`src/rtl/ser_regif_pkg.sv`:
```
package ser_regif_pkg;
  localparam int ADDR_W  = 3;
  localparam int NUM_REG = 9;

  typedef enum logic [3:0] {
    RID_DATA = 4'd0,
    RID_IEN  = 4'd1,
    RID_IID  = 4'd2,
    RID_FMT  = 4'd3,
    RID_MCTL = 4'd4,
    RID_LSTS = 4'd5,
    RID_MSTS = 4'd6,
    RID_DIVL = 4'd7,
    RID_DIVH = 4'd8,
    RID_NONE = 4'd15
  } reg_id_e;

  localparam logic [NUM_REG-1:0] WRITABLE = 9'b1_1001_1011;
endpackage

```
`src/rtl/ser_regif_hold.sv`:
```
module ser_regif_hold #(
  parameter int AW = 3
) (
  input  logic          clk,
  input  logic          rst,
  input  logic          ads_n,
  input  logic          cs_live,
  input  logic [AW-1:0] addr_live,
  output logic          cs_sel,
  output logic [AW-1:0] addr_sel
);
  logic          cs_q;
  logic [AW-1:0] addr_q;

  always_ff @(posedge clk) begin
    if (rst) begin
      cs_q   <= 1'b0;
      addr_q <= '0;
    end else if (!ads_n) begin
      cs_q   <= cs_live;
      addr_q <= addr_live;
    end
  end

  assign cs_sel   = ads_n ? cs_q   : cs_live;
  assign addr_sel = ads_n ? addr_q : addr_live;
endmodule

```
`src/rtl/ser_regif_dec.sv`:
```
module ser_regif_dec
  import ser_regif_pkg::*;
(
  input  logic              bank,
  input  logic [ADDR_W-1:0] addr,
  input  logic              rd_act,
  input  logic              wr_act,
  output reg_id_e           id,
  output logic [NUM_REG-1:0] re_vec,
  output logic [NUM_REG-1:0] we_vec
);
  always_comb begin
    case (addr)
      3'd0:    id = bank ? RID_DIVL : RID_DATA;
      3'd1:    id = bank ? RID_DIVH : RID_IEN;
      3'd2:    id = RID_IID;
      3'd3:    id = RID_FMT;
      3'd4:    id = RID_MCTL;
      3'd5:    id = RID_LSTS;
      3'd6:    id = RID_MSTS;
      default: id = RID_NONE;
    endcase
  end

  for (genvar g = 0; g < NUM_REG; g++) begin : g_en
    assign re_vec[g] = rd_act && (id == reg_id_e'(4'(g)));
    if (WRITABLE[g]) begin : g_wr
      assign we_vec[g] = wr_act && (id == reg_id_e'(4'(g)));
    end else begin : g_ro
      assign we_vec[g] = 1'b0;
    end
  end
endmodule

```
`src/rtl/ser_regif_lcr.sv`:
```
module ser_regif_lcr #(
  parameter int DW = 8
) (
  input  logic          clk,
  input  logic          rst,
  input  logic          wr,
  input  logic [DW-1:0] wdata,
  output logic [DW-1:0] q
);
  always_ff @(posedge clk) begin
    if (rst)     q <= '0;
    else if (wr) q <= wdata;
  end
endmodule

```
`src/rtl/ser_regif.sv`:
```
module ser_regif
  import ser_regif_pkg::*;
#(
  parameter int DATA_W = 8
) (
  input  logic                clk,
  input  logic                rst,
  input  logic                cs0_i,
  input  logic                cs1_i,
  input  logic                cs2_n_i,
  input  logic                ads_n_i,
  input  logic [2:0]          addr_i,
  input  logic                rd_p_i,
  input  logic                rd_n_i,
  input  logic                wr_p_i,
  input  logic                wr_n_i,
  input  logic [DATA_W-1:0]   wdata_i,
  input  logic [DATA_W-1:0]   rbr_i,
  input  logic [DATA_W-1:0]   ier_i,
  input  logic [DATA_W-1:0]   iir_i,
  input  logic [DATA_W-1:0]   mcr_i,
  input  logic [DATA_W-1:0]   lsr_i,
  input  logic [DATA_W-1:0]   msr_i,
  input  logic [DATA_W-1:0]   dll_i,
  input  logic [DATA_W-1:0]   dlm_i,
  output logic [DATA_W-1:0]   rdata_o,
  output logic [8:0]          we_o,
  output logic [8:0]          re_o,
  output logic [DATA_W-1:0]   lcr_o,
  output logic                cs_out_o,
  output logic                drv_dis_o
);
  localparam int BANK_BIT = DATA_W - 1;

  logic               cs_live, cs_sel, rd_act, wr_act, fmt_wr;
  logic [ADDR_W-1:0]  addr_sel;
  reg_id_e            id;
  logic [NUM_REG-1:0] re_vec, we_vec;
  logic [DATA_W-1:0]  lcr_q, rd_mux;

  assign cs_live = cs0_i && cs1_i && !cs2_n_i;

  ser_regif_hold #(.AW(ADDR_W)) u_hold (
    .clk(clk), .rst(rst), .ads_n(ads_n_i),
    .cs_live(cs_live), .addr_live(addr_i),
    .cs_sel(cs_sel), .addr_sel(addr_sel)
  );

  assign rd_act = cs_sel && (rd_p_i || !rd_n_i);
  assign wr_act = cs_sel && (wr_p_i || !wr_n_i) && !rd_act;

  ser_regif_dec u_dec (
    .bank(lcr_q[BANK_BIT]), .addr(addr_sel),
    .rd_act(rd_act), .wr_act(wr_act),
    .id(id), .re_vec(re_vec), .we_vec(we_vec)
  );

  assign fmt_wr = we_vec[RID_FMT];

  ser_regif_lcr #(.DW(DATA_W)) u_lcr (
    .clk(clk), .rst(rst), .wr(fmt_wr), .wdata(wdata_i), .q(lcr_q)
  );

  always_comb begin
    case (id)
      RID_DATA: rd_mux = rbr_i;
      RID_IEN:  rd_mux = ier_i;
      RID_IID:  rd_mux = iir_i;
      RID_FMT:  rd_mux = lcr_q;
      RID_MCTL: rd_mux = mcr_i;
      RID_LSTS: rd_mux = lsr_i;
      RID_MSTS: rd_mux = msr_i;
      RID_DIVL: rd_mux = dll_i;
      RID_DIVH: rd_mux = dlm_i;
      default:  rd_mux = '0;
    endcase
  end

  always_ff @(posedge clk) begin
    if (rst) begin
      rdata_o   <= '0;
      we_o      <= '0;
      re_o      <= '0;
      cs_out_o  <= 1'b0;
      drv_dis_o <= 1'b1;
    end else begin
      rdata_o   <= rd_act ? rd_mux : '0;
      we_o      <= we_vec;
      re_o      <= re_vec;
      cs_out_o  <= cs_sel;
      drv_dis_o <= !rd_act;
    end
  end

  assign lcr_o = lcr_q;
endmodule

```
`config.mk`:
```
export PLATFORM = sky130hd
export DESIGN_NAME = ser_regif
export DESIGN_NICKNAME = d
export VERILOG_FILES = /design/src/rtl/ser_regif_pkg.sv /design/src/rtl/ser_regif_hold.sv /design/src/rtl/ser_regif_dec.sv /design/src/rtl/ser_regif_lcr.sv /design/src/rtl/ser_regif.sv
export SDC_FILE = /design/constraint.sdc
export NUM_CORES = 1
export LEC_CHECK = 0
export ABC_AREA = 1
export BUFFER_PORTS_ARGS = -buffer_cell sky130_fd_sc_hd__buf_2
export CELL_PAD_IN_SITES_DETAIL_PLACEMENT = 1
export CELL_PAD_IN_SITES_GLOBAL_PLACEMENT = 2
export CORE_ASPECT_RATIO = 0.75
export CORE_MARGIN = 2
export CORE_UTILIZATION = 22
export CTS_BUF_LIST = sky130_fd_sc_hd__clkbuf_4
export DETAILED_ROUTE_END_ITERATION = 7
export PLACE_DENSITY_LB_ADDON = 0.1
export SETUP_SLACK_MARGIN = 0.5
export SLEW_MARGIN = 40
export SYNTH_ARGS = -nofsm -noshare
export SYNTH_HDL_FRONTEND = slang
export SYNTH_HIERARCHICAL = 1
export SYNTH_SLANG_ARGS = --single-unit
```
`constraint.sdc`:
```
create_clock -name clk -period 2 [get_ports clk]
set_clock_uncertainty 0.1 [all_clocks]
set_input_delay 0.4 -clock clk [delete_from_list [all_inputs] [get_ports clk]]
set_output_delay 0.4 -clock clk [all_outputs]
set_load 0.02 [all_outputs]
```
==> summary.txt, run 1 <==
Job
  – Max_cap viols: 0

Finish
  – Final Instance Area: 4380 um2
  – Fill cells: 1,292
  – Post-Route Utilization: 42.9%
  – Area of the multi-input gates: 1540 um2
  – Layout cell share with drive strength beyond 1: 58.6%
  – # diodes: 0
  – Nets: 628
  – P&R area growth vs syn: 91.2%
  – Most frequent cells in the layout: buf_2 (118), nor2_1 (55), nand3_1 (50)
  – Leading cell type in the layout, fill and taps excluded: buf_2
  – Reg area: 811 um2

Die
  – Row cnt: 32
  – Die Y: 92.3 um
  – Initial Util: 22.4%
  – Total die area: 11,200 um2
  – Core area: 10,200 um2
  – Ports: 121
  – Die W: 122 um

Global route
  – Total gr overflow: 0
  – Pin count of the biggest net entering global routing: 25
  – Vias in the first global route: 2,922
  – Initial antenna violation count: 0
  – Global Route Usage Sum: 16.7%
  – First-pass GRT wire length: 14,600 um

Setup path
  – Worst EP arrival: 2080 ps
  – Worst path cell trace: inv_2 > nand2_2 > nand2_2 > inv_2 > clkinv_4 > nand4_4 > nand2_4 > nor2_4 > buf_12 > buf_16 > nand3_1 > nand3_1 > nor2_2 > a21oi_1
  – Reg2reg end: rdata_o[0]
  – WP data required: 2210 ps
  – Crit-path slowest cell: dfxtp_2
  – Endpoint class of the critical path: register
  – Critical path peak fanout: 6
  – Reg-to-reg startpoint: u_hold/addr_q[2]
  – Max stage delay on crit path: 340 ps
  – Worst Setup Start Kind: register
  – R2R Setup Slk: 120 ps
  – R2R depth: 14
  – Crit Path Class: register to register
  – CP top delay family: simple AND/OR/NAND/NOR gates
  – CP startpoint: u_hold/addr_q[2]
  – Buffers and inverters on the worst path: 5

Pwr
  – Static Leakage: 2.14 nW
  – Peak supply drop: 0.276 mV
  – Pwr Density: 515 nW/um2
  – Total power: 2.25 mW

Worst hold path
  – Hold Path Origin: wdata_i[2]
  – Hold Path End: u_lcr/q[2]
  – HP Class: input port to register
  – Hold Path Stages: 5

Place
  – Post-DP Area: 3330 um2
  – GPL Wtd Cong: 0.784
  – Port Buffers: 120
  – Post-DP HPWL: 6610 um

Logic synthesis
  – Top cells by area, synth: dfxtp_1 (35%), nand3_1 (18%), nor2_1 (13%)
  – Synth Instances: 363
  – #FFs+latches synth: 40
  – Yosys top cell area share: 35.0%
  – Ys Warns: 6
  – Mapped Avg Cell Area: 6.30 um2
  – Post-synthesis sequential area ratio: 35.0%
  – Post-synth cell types: 22
  – Post-Syn Area: 2290 um2
  – Cell taking the most area after synthesis: dfxtp_1

Drt
  – Vias: 2,875
  – Drc violations: 0
  – Avg WL per Cell: 14.3 um
  – Routed vias/inst: 4.23
  – Routed WL: 9730 um
  – Final antenna-violating net count: 0
  – DR iter-0 viols: 67
  – Drt pass-1 iters: 4

Clock tree
  – Post-CTS Hold Buffers: 0
  – Clock-pin slew on the worst setup and hold paths: 140 ps
  – Clk buf depth: 2
  – Max H-tree Level: 2
  – Worst-Skew Late Latency: 350 ps
  – CTS root buffer: clkbuf_4
  – CTS Buf Count: 5
  – CTS tree: built
  – # clock sinks: 40

STA
  – RSZ-0062 raised after global routing: yes
  – WHS: 231 ps
  – Slew Viols, Final: 0
  – Final min period: 1880 ps
  – Final hold vios: 0
  – Final setup violation count: 0
  – Setup_tns: 0 ps
  – Final Cycle Share: 93.8%
  – FMAX: 0.533 GHz

Outcome
  – Status: complete, no violations
-- state kept, by name, indices dropped and copies added, names as in the netlist --
register       flops
cs_out_o           1
rdata_o            8
re_o               9
u_hold/addr_q      3
u_hold/cs_q        1
we_o               9
drv_dis_o          1
u_lcr/q            8
-- layout make-up --
class | instances | share of cell area (%)
multi-input combinational | 240 | 35.2
clock buffer | 5 | 0.858
sequential | 40 | 18.5
tap | 136 | 3.89
timing repair buffer | 190 | 33.9
inverter | 66 | 6.83
clock inverter | 3 | 0.858
-- synth_stat cells --
master / n
a211oi_1: 1
a21oi_1: 7
buf_2: 3
buf_4: 7
buf_6: 7
clkbuf_1: 2
clkinv_1: 2
conb_1: 1
dfxtp_1: 40
inv_1: 56
inv_2: 7
inv_4: 1
nand2_1: 51
nand2_2: 1
nand3_1: 82
nand3_2: 3
nand4_1: 2
nand4_2: 2
nor2_1: 79
nor2_2: 6
nor2_4: 2
o21ai_0: 1
-- power by group --
group	switching, mW	leakage, nW	internal [mW]
combinational	0.444	1.77	0.428
sequential	0.0132	0.328	0.822
clock	0.289	0.0403	0.255
-- cells by family (layout without fill, tap and decap cells) --
family / count (synthesis) / count (layout) / share of synthesized area, %
buffers and inverters: 85 / 264 / 17.7
AND/OR/NAND/NOR: 228 / 228 / 45.1
flip-flops: 40 / 40 / 35.0
other: 1 / 3 / 0.164
AO/OA/AOI/OAI: 9 / 9 / 2.08
-- per-layer routing --
layer  vias to the layer above  part of all wire (%)  track usage (%)
li1                       1474                     -                -
met1                      1326                    48             23.5
met2                        73                    45             25.2
met3                         2                   6.4             5.36
met4                         0                  0.49             3.16
met5                         -                     0                0
-- tightest hold or removal path: stages --
cell and delay, ps:
buf_2 90, inv_1 40, nand2_1 40, nand2_1 50
nor2_1 30
-- worst max path at each step --
stage                     slack [ps]          to  cells past startpoint
after floorplan                  220  rdata_o[5]                     15
after global placement          -290  rdata_o[5]                     14
after detailed placement        -320  rdata_o[5]                     13
after CTS                        160  rdata_o[4]                     13
after global routing               1  rdata_o[0]                     14
final                            120  rdata_o[0]                     14
-- repair_timing --
| action | 4_1_cts | 5_1_grt |
|---|---|---|
| endpoints found under the setup margin | 33 | 26 |
| gates cloned | 7 | 2 |
| endpoints found under the hold margin | 0 | 0 |
| pin swaps | 11 | 47 |
| gates resized for setup | 48 | 101 |
| setup buffers | 18 | 10 |
-- per-stage QoR --
step / std cells / setup slack, ps
global route: 680 / 1.13
floorplan: 365 / 215
global placement: 635 / -286
detailed placement: 635 / -321
CTS: 668 / 156
finish: 680 / 125
(Power assumes the default switching activity.)
==> inputs of run 2 (changes only) <==
--- a/config.mk
+++ b/config.mk
@@ -9,7 +9,7 @@
 export BUFFER_PORTS_ARGS = -buffer_cell sky130_fd_sc_hd__buf_2
 export CELL_PAD_IN_SITES_DETAIL_PLACEMENT = 1
 export CELL_PAD_IN_SITES_GLOBAL_PLACEMENT = 2
-export CORE_ASPECT_RATIO = 0.75
+export CORE_ASPECT_RATIO = 1.25
 export CORE_MARGIN = 2
 export CORE_UTILIZATION = 22
 export CTS_BUF_LIST = sky130_fd_sc_hd__clkbuf_4
==> run 2 against run 1 <==
Effect of this change: worst setup slack better by 14 ps; via count is 0.73% lower; maximum frequency is 0.73% higher; first-iteration DRC count stayed put; critical path depth is 2 higher; worst hold slack worse by 8.3 ps.
==> summary.txt, run 2 (synthesized netlist as in run 1, its figures left out) <==
Die
  – Row cnt: 41
  – Die Y: 118 um
  – Total die area: 11,200 um2
  – Ports: 121
  – Core area: 10,100 um2
  – Die W: 95.2 um
  – Initial Util: 22.6%

Clock tree
  – CTS root buffer: clkbuf_4
  – Clk buf depth: 2
  – # clock sinks: 40
  – Worst-Skew Late Latency: 360 ps
  – Clock-pin slew on the worst setup and hold paths: 150 ps
  – Max H-tree Level: 2
  – CTS Buf Count: 5
  – CTS tree: built

Finish
  – Post-Route Utilization: 39.7%
  – Most frequent cells in the layout: buf_2 (119), nand3_1 (73), nor2_1 (65)
  – # diodes: 0
  – P&R area growth vs syn: 75.5%
  – Leading cell type in the layout, fill and taps excluded: buf_2
  – Nets: 621
  – Layout cell share with drive strength beyond 1: 50.1%
  – Non-Filler Instances: 666
  – Biggest regs: re_o: 9 flops, we_o: 9 flops

Pwr
  – Peak supply drop: 0.213 mV
  – Total power: 2.18 mW
  – Pwr Density: 543 nW/um2
  – Static Leakage: 2.01 nW

STA
  – Final min period: 1860 ps
  – RSZ-0062 raised after global routing: yes
  – Final hold vios: 0
  – Setup_tns: 0 ps
  – Slew Viols, Final: 0
  – Final setup violation count: 0
  – Final Cycle Share: 93.1%
  – FMAX: 0.537 GHz

Global route
  – Total gr overflow: 0
  – Pin count of the biggest net entering global routing: 25
  – First-pass GRT wire length: 13,900 um
  – Global Route Usage Sum: 15.9%
  – Initial antenna violation count: 0
  – Vias in the first global route: 2,904

Drt
  – Routed WL: 8940 um
  – Routed vias/inst: 4.29
  – DR iter-0 viols: 67
  – Avg WL per Cell: 13.4 um
  – Vias: 2,854
  – Drc violations: 0
  – Final antenna-violating net count: 0
  – Drt pass-1 iters: 4

Setup path
  – Endpoint class of the critical path: register
  – Critical path peak fanout: 15
  – Crit Path Class: register to register
  – CP top delay family: simple AND/OR/NAND/NOR gates
  – WP data required: 2170 ps
  – Buffers and inverters on the worst path: 6
  – Max stage delay on crit path: 320 ps
  – Crit-path slowest cell: dfxtp_1
  – Worst path cell trace: inv_1 > nand2_1 > nand2_2 > inv_2 > inv_4 > nand3_1 > nand2_2 > nand2_4 > inv_2 > nor2_4 > buf_12 > buf_4 > nand3_1 > nand2_1 > nor2_1 > a21oi_1
  – Worst Setup Start Kind: register
  – Worst EP arrival: 2030 ps

Place
  – GPL Wtd Cong: 0.771
  – Port Buffers: 120
  – Post-DP HPWL: 6530 um
  – Inst Count DP: 631

Job
  – Max_cap viols: 0

Outcome
  – Status: complete, no violations

Worst hold path
  – HP Class: input port to register
-- run 2: metal layers --
metal / track usage [%] / wire length [um] / share of wire, %
met5: 0 / 0 / 0
met4: 4.80 / 185 / 2.1
met3: 3.84 / 593 / 6.6
met2: 28.5 / 4700 / 53
met1: 18.1 / 3460 / 39
-- run 2: metrics by stage --
step	hold slack [ps]	setup slack, ps	cell area (um2)
2_1_floorplan	367	215	2400
3_3_place_gp	382	-316	3370
3_5_place_dp	390	-356	3370
4_1_cts	206	151	3840
5_1_grt	212	-39.9	4020
6_report	223	139	4020
-- run 2: final cells by class --
type                    count  area (um2)
clock buffers               5        37.5
clock inverters             3        46.3
fillers                  1310        6090
inverters                  66         285
multi-input cells         240        1320
flip-flops and latches     40         810
well taps                 129         161
repair buffers            183        1360
-- run 2: where the power goes --
| group | internal, mW | total, mW | switching [mW] |
|---|---|---|---|
| Sequential | 0.821 | 0.831 | 0.00979 |
| Combinational | 0.372 | 0.763 | 0.391 |
| Clock | 0.267 | 0.587 | 0.320 |
| Total | 1.46 | 2.18 | 0.720 |
-- run 2: what timing repair did --
| item | 4_1_cts | 5_1_grt |
|---|---|---|
| resized for setup | 41 | 33 |
| hold buffers | 0 | 0 |
| pin swaps | 15 | 18 |
| setup endpoints to repair | 31 | 36 |
| endpoints found under the hold margin | 0 | 0 |
| setup buffers | 14 | 7 |
| gates cloned | 5 | 1 |
-- run 2: worst paths after layout --
| kind | from | end | slack (ps) | cells past startpoint |
|---|---|---|---|---|
| setup reg to reg | u_hold/addr_q[2] | rdata_o[7] | 140 | 16 |
| setup / recovery | u_hold/addr_q[2] | rdata_o[7] | 140 | 16 |
| hold reg to reg | u_lcr/q[4] | u_lcr/q[4] | 400 | 2 |
| hold / removal | wdata_i[5] | u_lcr/q[5] | 220 | 5 |
-- run 2: tightest hold or removal path, cell delays in order --
cell and delay, ps:
buf_2 100, inv_1 40, nand2_1 40, nand2_1 50
nor2_1 40
==> inputs of run 3 (changes only) <==
--- a/config.mk
+++ b/config.mk
@@ -5,13 +5,12 @@
 export SDC_FILE = /design/constraint.sdc
 export NUM_CORES = 1
 export LEC_CHECK = 0
-export ABC_AREA = 1
 export BUFFER_PORTS_ARGS = -buffer_cell sky130_fd_sc_hd__buf_2
 export CELL_PAD_IN_SITES_DETAIL_PLACEMENT = 1
 export CELL_PAD_IN_SITES_GLOBAL_PLACEMENT = 2
 export CORE_ASPECT_RATIO = 1.25
 export CORE_MARGIN = 2
-export CORE_UTILIZATION = 22
+export CORE_UTILIZATION = 25
 export CTS_BUF_LIST = sky130_fd_sc_hd__clkbuf_4
 export DETAILED_ROUTE_END_ITERATION = 7
 export PLACE_DENSITY_LB_ADDON = 0.1
==> run 3 against run 2 <==
Effect of this change: the run now ends with negative setup slack left; clock power down 6.3%; sequential cell count stayed put; final area fell by 17%; synthesized cell count is 37% lower; synthesized area fell by 7.7%; sequential power decreased by 2.4%; cell count down 28%; critical endpoint is now rdata_o[1]; die area fell by 18%; worst hold slack worse by 33 ps; power down 16%; wire length is 15% lower.
==> summary.txt, run 3 <==
Global route
  – Vias in the first global route: 2,337
  – Total gr overflow: 0
  – Global Route Usage Sum: 16.6%
  – First-pass GRT wire length: 11,700 um
  – Initial antenna violation count: 0
  – Pin count of the biggest net entering global routing: 32

Logic synthesis
  – Ys Warns: 6
  – Synth top cells by count: dfxtp_1 (40), nor2b_1 (26), nor2_1 (20), mux2i_1 (15)
  – Post-synth cell types: 40
  – Post-Synth XOR/XNOR Area: 0.770%
  – Synth Area in Adders: 0%
  – Synth Instances: 228
  – Most common cell in the netlist: dfxtp_1
  – Top cells by area, synth: dfxtp_1 (38%), nor2b_1 (7.7%), mux2i_1 (7.1%)
  – Top_reg_cell synth: dfxtp_1
  – Post-synthesis sequential area ratio: 37.9%
  – Synth Area in Simple Gates: 26.1%
  – Largest family of logic cells by synthesized area: simple AND/OR/NAND/NOR gates
  – Post-synth EDFFs: 0
  – Yosys top cell area share: 37.9%
  – Mux contribution to synthesized area: 15.1%
  – #FFs+latches synth: 40
  – Asr flop ratio synth: 0%
  – Cell taking the most area after synthesis: dfxtp_1
  – Post-synthesis compound-gate area fraction: 14.9%
  – Post-Syn Area: 2110 um2
  – Mapped Avg Cell Area: 9.26 um2

Setup path
  – Max stage delay on crit path: 500 ps
  – CP endpoint: rdata_o[1]
  – Reg-to-reg startpoint: u_hold/addr_q[1]
  – R2R depth: 8
  – Worst path cell trace: mux2_4 > or3b_4 > xnor2_4 > buf_12 > mux4_2 > mux2i_1 > a2bb2oi_1 > nor2_1
  – Endpoint class of the critical path: register
  – Reg2reg end: rdata_o[1]
  – R2R Setup Slk: -370 ps
  – Crit Path Class: register to register
  – Crit-path slowest cell: mux4_2
  – Worst Setup Start Kind: register
  – WP data required: 2160 ps
  – Worst EP arrival: 2530 ps
  – Critical path peak fanout: 10
  – CP startpoint: u_hold/addr_q[1]

STA
  – Final hold vios: 0
  – Final setup violation count: 8
  – Slew Viols, Final: 0
  – Slack of the critical path: -371 ps
  – RSZ-0062 raised after global routing: yes
  – Final Cycle Share: 119%
  – FMAX: 0.422 GHz
  – Final min period: 2370 ps

Place
  – Post-DP HPWL: 6170 um
  – Port Buffers: 120
  – Inst Count DP: 465
  – GPL Wtd Cong: 0.810

Die
  – Die W: 86.2 um
  – Ports: 121
  – Die Y: 107 um
  – Initial Util: 25.6%
  – Total die area: 9200 um2
  – Row cnt: 37
  – Core area: 8240 um2

Clock tree
  – CTS root buffer: clkbuf_4
  – Clock-pin slew on the worst setup and hold paths: 130 ps
  – Worst-Skew Late Latency: 350 ps
  – Post-CTS Hold Buffers: 0
  – Max H-tree Level: 2
  – CTS tree: built
  – # clock sinks: 40
  – Clk buf depth: 2
  – CTS Buf Count: 5

Drt
  – Drt pass-1 iters: 3
  – Drc violations: 0
  – Final antenna-violating net count: 0
  – DR iter-0 viols: 41
  – Routed WL: 7620 um
  – Routed vias/inst: 4.64
  – Avg WL per Cell: 16.0 um
  – Vias: 2,212

Finish
  – Nets: 464
  – Layout cell share with drive strength beyond 1: 55.0%
  – Most frequent cells in the layout: buf_2 (119), dfxtp_1 (39), buf_4 (32)
  – # diodes: 0
  – Leading cell type in the layout, fill and taps excluded: buf_2
  – Biggest regs: re_o: 9 flops, we_o: 9 flops
  – Non-Filler Instances: 477
  – P&R area growth vs syn: 58.1%

Outcome
  – Violated checks: negative setup slack
  – Status: complete, but fails checks

Pwr
  – Total power: 1.83 mW
  – Peak supply drop: 0.244 mV
  – Static Leakage: 1.57 nW
  – Pwr Density: 547 nW/um2

Job
  – Max_cap viols: 0

Worst hold path
  – HP Class: input port to register
  – Hold Path Origin: wdata_i[3]
## run 3: cell types whose count changed in the layout (fill, tap and decap cells not counted), moves of 15 or more
cell,delta
nor2_1,-48
nor2b_1,+26
nand3_1,-73
mux2i_1,+15
nand2_1,-36
inv_1,-46
## run 3: power by group
part | switching (mW) | internal (mW)
combinational | 0.209 | 0.256
sequential | 0.00320 | 0.808
clock | 0.289 | 0.261
total | 0.501 | 1.33
## run 3: area by class of cell
type | instances | area (um2)
clock inverter | 3 | 42.5
timing repair buffer | 160 | 972
clock buffer | 5 | 37.5
inverter | 2 | 7.51
fill | 1014 | 4900
sequential | 40 | 802
tap | 97 | 121
multi-input combinational | 170 | 1360
## run 3: logic make-up (layout without fill, tap and decap cells)
logic type	after synthesis	count (layout)
buf+inv	20	170
compound gates	45	45
other cells	1	3
xor+xnor	1	1
flops	40	40
mux	26	26
simple gates	95	95
## run 3: how the worst min path moves through the flow
stage                            end  slack [ps]  cells after the start
finish                    u_lcr/q[3]         190                      3
global route              u_lcr/q[3]         170                      3
CTS                       u_lcr/q[7]         170                      3
detailed placement        u_lcr/q[0]         440                      2
global placement          u_lcr/q[3]         430                      2
floorplan           u_hold/addr_q[0]         370                      1
## run 3: repair_timing
item	4_1_cts	5_1_grt
setup buffers	1	2
endpoints found under the setup margin	20	30
pin swaps	1	3
gates resized for setup	15	24
cloned	1	0
## run 3: through the flow
stage | util, % | cell area (um2) | setup WS, ps | setup TNS (ps) | hold slack (ps)
after global routing | 40.5 | 3340 | -482 | -3240 | 167
after global placement | 37.4 | 3080 | -662 | -5820 | 425
after floorplan | - | 2160 | -445 | -2650 | 372
after CTS | 39.2 | 3230 | -407 | -2770 | 169
final | 40.5 | 3340 | -371 | -2330 | 190
after detailed placement | 37.4 | 3080 | -703 | -6350 | 445
## run 3: layer usage
layer	vias to the layer above	part of all wire [%]	GRT usage, %	wire (um)
met1	1038	37	17.2	2830
met5	-	0	0	0
met3	7	5.1	2.85	392
met4	0	1.2	4.80	90
li1	1102	-	-	-
met2	65	57	33.3	4310
## run 3: critical path, delay by kind of cell, from the launching register on
kind	cells	cell delay, ps
flops	1	320
compound gates	1	160
buf+inv	1	160
mux	3	890
xor+xnor	1	160
simple gates	2	480
